===== src/rtl/lsfmt_pkg.sv =====
package lsfmt_pkg;
    localparam int WORD_W = 32;
    localparam int LANE_W = 8;
    localparam int LANES  = WORD_W / LANE_W;
    localparam int OFS_W  = $clog2(LANES);
    localparam int HALF_W = WORD_W / 2;

    typedef enum logic [1:0] {
        SZ_BYTE = 2'd0,
        SZ_HALF = 2'd1,
        SZ_WORD = 2'd2,
        SZ_WRSV = 2'd3
    } acc_size_e;

    typedef struct packed {
        logic              we;
        logic [LANES-1:0]  be;
        logic [WORD_W-1:0] wdata;
        logic [WORD_W-1:0] rdata;
        logic              valid;
        logic              misalign;
    } fmt_out_s;
endpackage


===== src/rtl/lsfmt_store.sv =====
module lsfmt_store
    import lsfmt_pkg::*;
(
    input  logic              le_mode,
    input  logic [1:0]        size_i,
    input  logic [OFS_W-1:0]  ofs_i,
    input  logic [WORD_W-1:0] data_i,
    output logic [LANES-1:0]  be_o,
    output logic [WORD_W-1:0] data_o
);
    logic [OFS_W-1:0] byte_lane;
    logic             upper_half;

    // replicate the operand into every lane it could land in
    for (genvar i = 0; i < LANES; i++) begin : g_lane
        always_comb begin
            case (size_i)
                SZ_BYTE: data_o[i*LANE_W +: LANE_W] = data_i[LANE_W-1:0];
                SZ_HALF: data_o[i*LANE_W +: LANE_W] = data_i[(i%2)*LANE_W +: LANE_W];
                default: data_o[i*LANE_W +: LANE_W] = data_i[i*LANE_W +: LANE_W];
            endcase
        end
    end

    always_comb begin
        byte_lane  = le_mode ? ofs_i : ~ofs_i;
        upper_half = le_mode ? ofs_i[OFS_W-1] : ~ofs_i[OFS_W-1];
        case (size_i)
            SZ_BYTE: be_o = LANES'(1) << byte_lane;
            SZ_HALF: be_o = upper_half ? {2'b11, {(LANES-2){1'b0}}}
                                       : {{(LANES-2){1'b0}}, 2'b11};
            default: be_o = '1;
        endcase
    end
endmodule


===== src/rtl/lsfmt_load.sv =====
module lsfmt_load
    import lsfmt_pkg::*;
(
    input  logic              le_mode,
    input  logic [1:0]        size_i,
    input  logic              unsigned_i,
    input  logic [OFS_W-1:0]  ofs_i,
    input  logic [WORD_W-1:0] word_i,
    output logic [WORD_W-1:0] value_o
);
    logic [OFS_W-1:0]  lane;
    logic [LANE_W-1:0] byte_v;
    logic [HALF_W-1:0] half_v;
    logic              upper_half;

    always_comb begin
        lane       = le_mode ? ofs_i : ~ofs_i;
        upper_half = le_mode ? ofs_i[OFS_W-1] : ~ofs_i[OFS_W-1];
        byte_v     = word_i[{lane, 3'b000} +: LANE_W];
        half_v     = upper_half ? word_i[WORD_W-1:HALF_W] : word_i[HALF_W-1:0];
        case (size_i)
            SZ_BYTE: value_o = {{(WORD_W-LANE_W){byte_v[LANE_W-1] & ~unsigned_i}}, byte_v};
            SZ_HALF: value_o = {{(WORD_W-HALF_W){half_v[HALF_W-1] & ~unsigned_i}}, half_v};
            default: value_o = word_i;
        endcase
    end
endmodule


===== src/rtl/lsfmt_top.sv =====
module lsfmt_top
    import lsfmt_pkg::*;
(
    input  logic              clk,
    input  logic              rst_n,
    input  logic              le_mode,
    input  logic              req_valid,
    input  logic              req_store,
    input  logic              req_lui,
    input  logic [1:0]        req_size,
    input  logic              req_unsigned,
    input  logic [1:0]        addr_lo,
    input  logic [31:0]       store_data,
    input  logic [15:0]       lui_imm,
    input  logic [31:0]       mem_rdata,
    output logic              mem_we,
    output logic [3:0]        mem_be,
    output logic [31:0]       mem_wdata,
    output logic [31:0]       load_result,
    output logic              result_valid,
    output logic              misalign
);
    fmt_out_s          out_d, out_q;
    logic [LANES-1:0]  st_be;
    logic [WORD_W-1:0] st_data;
    logic [WORD_W-1:0] ld_value;
    logic              bad_align;
    logic              is_mem;

    lsfmt_store u_store (
        .le_mode (le_mode),
        .size_i  (req_size),
        .ofs_i   (addr_lo),
        .data_i  (store_data),
        .be_o    (st_be),
        .data_o  (st_data)
    );

    lsfmt_load u_load (
        .le_mode    (le_mode),
        .size_i     (req_size),
        .unsigned_i (req_unsigned),
        .ofs_i      (addr_lo),
        .word_i     (mem_rdata),
        .value_o    (ld_value)
    );

    always_comb begin
        case (req_size)
            SZ_BYTE: bad_align = 1'b0;
            SZ_HALF: bad_align = addr_lo[0];
            default: bad_align = |addr_lo;
        endcase
        is_mem = req_valid & ~req_lui;

        out_d          = '0;
        out_d.misalign = is_mem & bad_align;
        out_d.valid    = req_valid & (req_lui | ~req_store);
        if (req_valid && req_lui) begin
            out_d.rdata = {lui_imm, {HALF_W{1'b0}}};
        end else if (is_mem && !bad_align) begin
            if (req_store) begin
                out_d.we    = 1'b1;
                out_d.be    = st_be;
                out_d.wdata = st_data;
            end else begin
                out_d.rdata = ld_value;
            end
        end
    end

    always_ff @(posedge clk) begin
        if (!rst_n) out_q <= '0;
        else        out_q <= out_d;
    end

    assign mem_we       = out_q.we;
    assign mem_be       = out_q.be;
    assign mem_wdata    = out_q.wdata;
    assign load_result  = out_q.rdata;
    assign result_valid = out_q.valid;
    assign misalign     = out_q.misalign;

    p_byte_one_lane_r2: assert property (@(posedge clk) disable iff (!rst_n)
        (req_valid && req_store && !req_lui && req_size == SZ_BYTE)
        |=> (mem_we && $countones(mem_be) == 1));

    p_word_all_lanes_r4: assert property (@(posedge clk) disable iff (!rst_n)
        (req_valid && req_store && !req_lui && req_size[1] && addr_lo == 2'b00)
        |=> (mem_be == 4'hF && mem_wdata == $past(store_data)));

    p_lui_upper_only_r8: assert property (@(posedge clk) disable iff (!rst_n)
        (req_valid && req_lui)
        |=> (load_result[15:0] == 16'h0 && !mem_we && !misalign && result_valid));

    p_misalign_blocks_r9: assert property (@(posedge clk) disable iff (!rst_n)
        misalign |-> (!mem_we && mem_be == '0));

    p_idle_quiet_r10: assert property (@(posedge clk) disable iff (!rst_n)
        !req_valid |=> (!mem_we && !result_valid && !misalign));
endmodule


===== config.mk =====
export PLATFORM = sky130hd
export DESIGN_NAME = lsfmt_top
export DESIGN_NICKNAME = d
export VERILOG_FILES = /design/src/rtl/lsfmt_pkg.sv /design/src/rtl/lsfmt_store.sv /design/src/rtl/lsfmt_load.sv /design/src/rtl/lsfmt_top.sv
export SDC_FILE = /design/constraint.sdc
export NUM_CORES = 1
export LEC_CHECK = 0
export ABC_AREA = 0
export BUFFER_PORTS_ARGS = -buffer_cell sky130_fd_sc_hd__buf_4
export CAP_MARGIN = 20
export CELL_PAD_IN_SITES_DETAIL_PLACEMENT = 0
export CELL_PAD_IN_SITES_GLOBAL_PLACEMENT = 1
export CORE_AREA = 2 2 95 106
export CTS_CLUSTER_DIAMETER = 30
export DETAILED_ROUTE_END_ITERATION = 10
export DIE_AREA = 0 0 97 108
export PLACE_DENSITY_LB_ADDON = 0.1
export REMOVE_ABC_BUFFERS = 1
export SLEW_MARGIN = 20
export SYNTH_ARGS = -nofsm -noshare
export SYNTH_HDL_FRONTEND = slang
export SYNTH_SLANG_ARGS = --single-unit

===== constraint.sdc =====
create_clock -name clk -period 1.55 [get_ports clk]
set_input_delay 0 -clock clk [delete_from_list [all_inputs] [get_ports clk]]
set_output_delay 0 -clock clk [all_outputs]
set_load 0.02 [all_outputs]

======== Word-level counts from Yosys, hierarchy flattened ========
Cells that the tools add are included.
word-level totals
  register bits after elaboration ......... 71
  input port bits ......................... 91
cells by class
  shifts and indexed selects .............. 2
  reductions and logical operators ........ 9
  multiplexer cells ....................... 14
  bitwise logic cells ..................... 13
  equal/unequal tests ..................... 1
operator list
  cell                                              number
  2-to-1 mux 32 bit                                 3
  one-hot mux 32 bit (2 select lines)               1
  2-to-1 mux 37 bit                                 1
  variable part select 32 x 6 -> 8 bit              1
  2-to-1 mux 16 bit                                 1
  2-to-1 mux 8 bit                                  2
  one-hot mux 8 bit (2 select lines)                1
  one-hot mux 4 bit (2 select lines)                1
  OR reduction 4 bit                                2
  inverter 1 bit                                    6
  bitwise AND 1 bit                                 5
  2-to-1 mux 4 bit                                  1
  OR reduction 2 bit                                2
  left shift 1 x 2 -> 4 bit (first input constant)  1
  OR reduction 3 bit                                1
  == test 2 x 1 -> 1 bit (second input constant)    1
  logical AND 1 bit                                 2
  logical NOT 2 bit                                 1
  2-to-1 mux 2 bit                                  1
  inverter 2 bit                                    1
  one-hot mux 1 bit (2 select lines)                1
  logical NOT 1 bit                                 1
  2-to-1 mux 1 bit                                  1
  OR 1 bit                                          1

======== Longest topological paths before layout ========
  depth in word-level cells ............... 8
  mapped depth ............................ 8

======== By module ========
From an unflattened synthesis, not the netlist that was laid out.
second synthesis, totals
  cells, all modules ...................... 319
  area, all modules ....................... 3240.6 um^2
by module, submodules not included
  module       area each (um^2)  cells an instance  times used
  lsfmt_top    2070.7            157                1
  lsfmt_load   633.1             100                1
  lsfmt_store  536.8             62                 1

======== Worst setup path after synthesis ========
No wires, ideal clock.
  kind .................................... input to register
  from .................................... input le_mode
  to ...................................... register out_q (netlist bit load_result[15])
  arrival ................................. 1.190 ns
  setup slack ............................. 0.235 ns
  stages on the path ...................... 7
  setup time .............................. 0.125 ns
  cell sequence ........................... buf_4 -> xnor2_2 -> buf_6 -> mux2i_4 -> inv_1 -> a2111oi_2 -> nor2_1
between the ends
  cells in the longest elaborated chain, start to end .. 4
  elaborated cells on any way between the ends .. 6
RTL lines
  item                                   RTL line          source
  start, declared                        lsfmt_top.sv:6    input logic le_mode,
  2-to-1 mux 2 bit                       lsfmt_load.sv:17  lane = le_mode ? ofs_i : ~ofs_i;
  variable part select 32 x 6 -> 8 bit   lsfmt_load.sv:19  byte_v = word_i[{lane, 3'b000} +: LANE_W];
  bitwise AND 1 bit                      lsfmt_load.sv:22  SZ_BYTE: value_o = {{(WORD_W-LANE_W){byte_v[LANE_W-1] & ~unsigned_i}}, byte_v};
  one-hot mux 32 bit (2 select lines) *  lsfmt_load.sv:21  case (size_i)
  end signal, assigned                   lsfmt_top.sv:74   else out_q <= out_d;
  end, declared                          lsfmt_top.sv:23   fmt_out_s out_d, out_q;
Mark *: on every way between the ends. The rest lies on a longest branch, timed or not.
A chain may end at the register's enable or synchronous reset.

======== Final worst setup path ========
  from .................................... input req_lui
  to ...................................... register out_q (netlist bit load_result[12])
between the ends
  cells in the longest elaborated chain, start to end .. 5
  elaborated cells on any way between the ends .. 6
RTL lines
  item                                   RTL line         source
  start, declared                        lsfmt_top.sv:9   input logic req_lui,
  inverter 1 bit                         lsfmt_top.sv:54  is_mem = req_valid & ~req_lui;
  bitwise AND 1 bit                      lsfmt_top.sv:54
  logical AND 1 bit                      lsfmt_top.sv:61  end else if (is_mem && !bad_align) begin
  inverter 1 bit (no source line)        -
  OR reduction 4 bit (no source line) *  -
Marked as above.

==> qor.txt <==
Status - completed
First-pass GRT wire length - 15.54 mm
Hold Path Class - in -> reg
Hold slack - 147.6 ps
Vias in the first global route - 3179
Crit. End Element - flip-flop
P per Cell Area - 762.3 nW/um^2
Nets - 648
DRC viols - 0
H-Tree Level Count - 3
Setup violators final - 0
Worst path required time - 1820 ps
Post-synth cell types - 36
Flops & latches, synth - 71
Comb power frac - 20.5%
Gr ovfl total - 0
All-Layer GR Usage - 18.65%
Warnings, synthesis - 0
Worst Path Arrival - 1590 ps
# clock sinks - 71
CP max stage cell - dlygate4sd3_1
Synth area leaders - dfxtp_1 (51%), a21oi_1 (7.2%), mux2i_1 (6.5%), nand2_1 (5.5%), a32oi_1 (5.0%)
Mean Syn Cell Area - 9.241 sq um
Initial Utilization - 29.89%
Critical Path Start Type - primary input
Largest net degree at the start of global routing - 29
Sequential Power Share - 46.8%
Number of diodes - 0
Endpoints failing hold - 0
Worst hold path startpoint - req_unsigned
Cell mode on critical path - buf_4
Max Cap Violations - 0
Syn Inst Count - 301
Peak supply drop - 442.3 uV
Power share of the clock group - 32.7%
Worst-path fanout max - 19
Worst-margin pin slew - 376.7 ps
Fin area - 5225 sq um
Root buf cell - clkbuf_8
Sequential fraction of the synthesis area - 51.10%
Worst-path cell chain - dlygate4sd3_1, buf_4, nor2_1, and3b_1, buf_12, buf_4, o21ai_0, a21oi_1
RSZ-0062 raised after global routing - no
Initial antenna violation count - 0
RD Place Congestion - 0.7915
Worst-path clk slew - 70 ps
Period utilization - 85.03%
Leakage Power - 2.499 nW
Die span in x - 97 microns
DR vias - 3168
Core area - 9305 sq um
TritonRoute pass-1 iters - 5
Commonest non-fill, non-tap cells in the layout - buf_4 (175), dlygate4sd3_1 (86), dfxtp_1 (71)
Switching share of power - 25.26%
Highest clock rate - 0.7588 GHz
CTS tree - done
Crit. Startpoint - req_lui
Largest area contributor in the netlist - dfxtp_1
Share of the synthesized area in the top cell type - 51.10%
P_sw - 1.006 mW
Slowest stage delay, CP - 540 ps
Detail Placement HPWL - 6.737 mm
Die H - 108 microns
CP Class - in -> reg
Num rows - 37
Cell area after synthesis - 2781 sq um
Min Tclk post-route - 1318 ps
Final WL - 10.01 mm
Routed Antenna Nets - 0
Io pins - 162
Die area - 10480 sq um
Vias per std cell - 4.679
Area Overhead vs Synth - 87.85%
Internal Power - 2.977 mW
Count of port buffers added during placement - 161
Most common cell after layout, fill and taps aside - buf_4
Cell total after placement - 576
Slew Viols, Final - 0
Layout cells sized above 1 - 36.25%
DRT iter0 DRCs - 118
Worst-case clock buffer depth - 2
Non-filler cells, final - 677
Placed cell areas - 4185 sq um
Post CTS Setup Buffer Count - 0
Post-DR wirelength/cell - 14.79 microns
Max_slew headroom - 74.88%
Post-Route Utilization - 56.15%
CTS buffer count - 9
[state kept, by name, summed over array words and instances, names as in the netlist]
name,count
mem_wdata,32
result_valid,1
mem_be,4
misalign,1
mem_we,1
load_result,32
[cell type report]
cell class | count | area (sq um)
Fill cell | 863 | 4080
Tap cell | 117 | 146.4
Clock buffer | 13 | 158.9
Clock inverter | 1 | 5.005
Inverter | 7 | 26.28
Sequential cell | 71 | 1421
Timing Repair Buffer | 263 | 2215
Multi-Input combinational cell | 205 | 1252
[what timing repair did]
item | CTS | global route
resized for setup | 0 | 1
setup endpoints to repair | 0 | 1
hold buffers | 86 | 0
hold endpoints to repair | 66 | 0
[logic make-up (layout without fill, tap and decap cells)]
group / after synthesis / count (layout) / synth area share [%]
xor+xnor: 2 / 2 / 0.8999
compound gates: 80 / 80 / 18.49
flops: 71 / 71 / 51.10
simple gates: 97 / 97 / 15.25
mux: 26 / 26 / 10.12
buf+inv: 25 / 284 / 4.138
[per-layer routing]
layer  up-vias  share of wire, %  track usage [%]
met5         -                 0                0
li1       1564                 -                -
met4         0              0.67            4.527
met2       129                49            33.09
met3         6               8.1            6.917
met1      1469                42            21.44
[worst max-delay path, delay by kind of cell]
kind	cells	cell delay [ps]
simple gates	2	380
compound gates	2	190
buf+inv	4	1010
[metrics by stage]
| step | TNS [ps] | setup WS (ps) | power (mW) |
|---|---|---|---|
| final | 0 | 232.1 | 3.983 |
| after detailed placement | 0 | 41.56 | 2.543 |
| after floorplan | -465.8 | -26.19 | 2.160 |
| after global placement | 0 | 102.4 | 2.540 |
| after global routing | 0 | 150.5 | 4.165 |
| after CTS | 0 | 87.22 | 4.026 |
[power groups by stage]
stage / combinational, mW / clock (mW) / sequential, mW
finish: 0.818 / 1.30 / 1.86
global route: 0.882 / 1.42 / 1.87
floorplan: 0.212 / 0 / 1.95
global placement: 0.633 / 0 / 1.91
CTS: 0.813 / 1.35 / 1.86
detailed placement: 0.636 / 0 / 1.91
[path summary, 6_finish.rpt]
path | end | slack, ps | depth (start not counted)
max | load_result[12] | 230 | 8
min | load_result[27] | 150 | 4
[synthesized netlist by cell type (all sizes together)]
cell type,number
mux2i,19
nand2b,2
or2,2
o311ai,1
a22oi,8
a32oi,16
nor3,3
nand3b,1
nand3,2
inv,7
a21oi,41
o211ai,2
and2,9
nor2,34
and3b,1
or3,1
nand2,41
xor2,1
nor3b,1
xnor2,1
buf,9
o22ai,1
dfxtp,71
a211oi,2
clkbuf,9
o21ai,8
mux2,7
a2111oi,1
No activity file was read; power rests on OpenSTA's default activity.
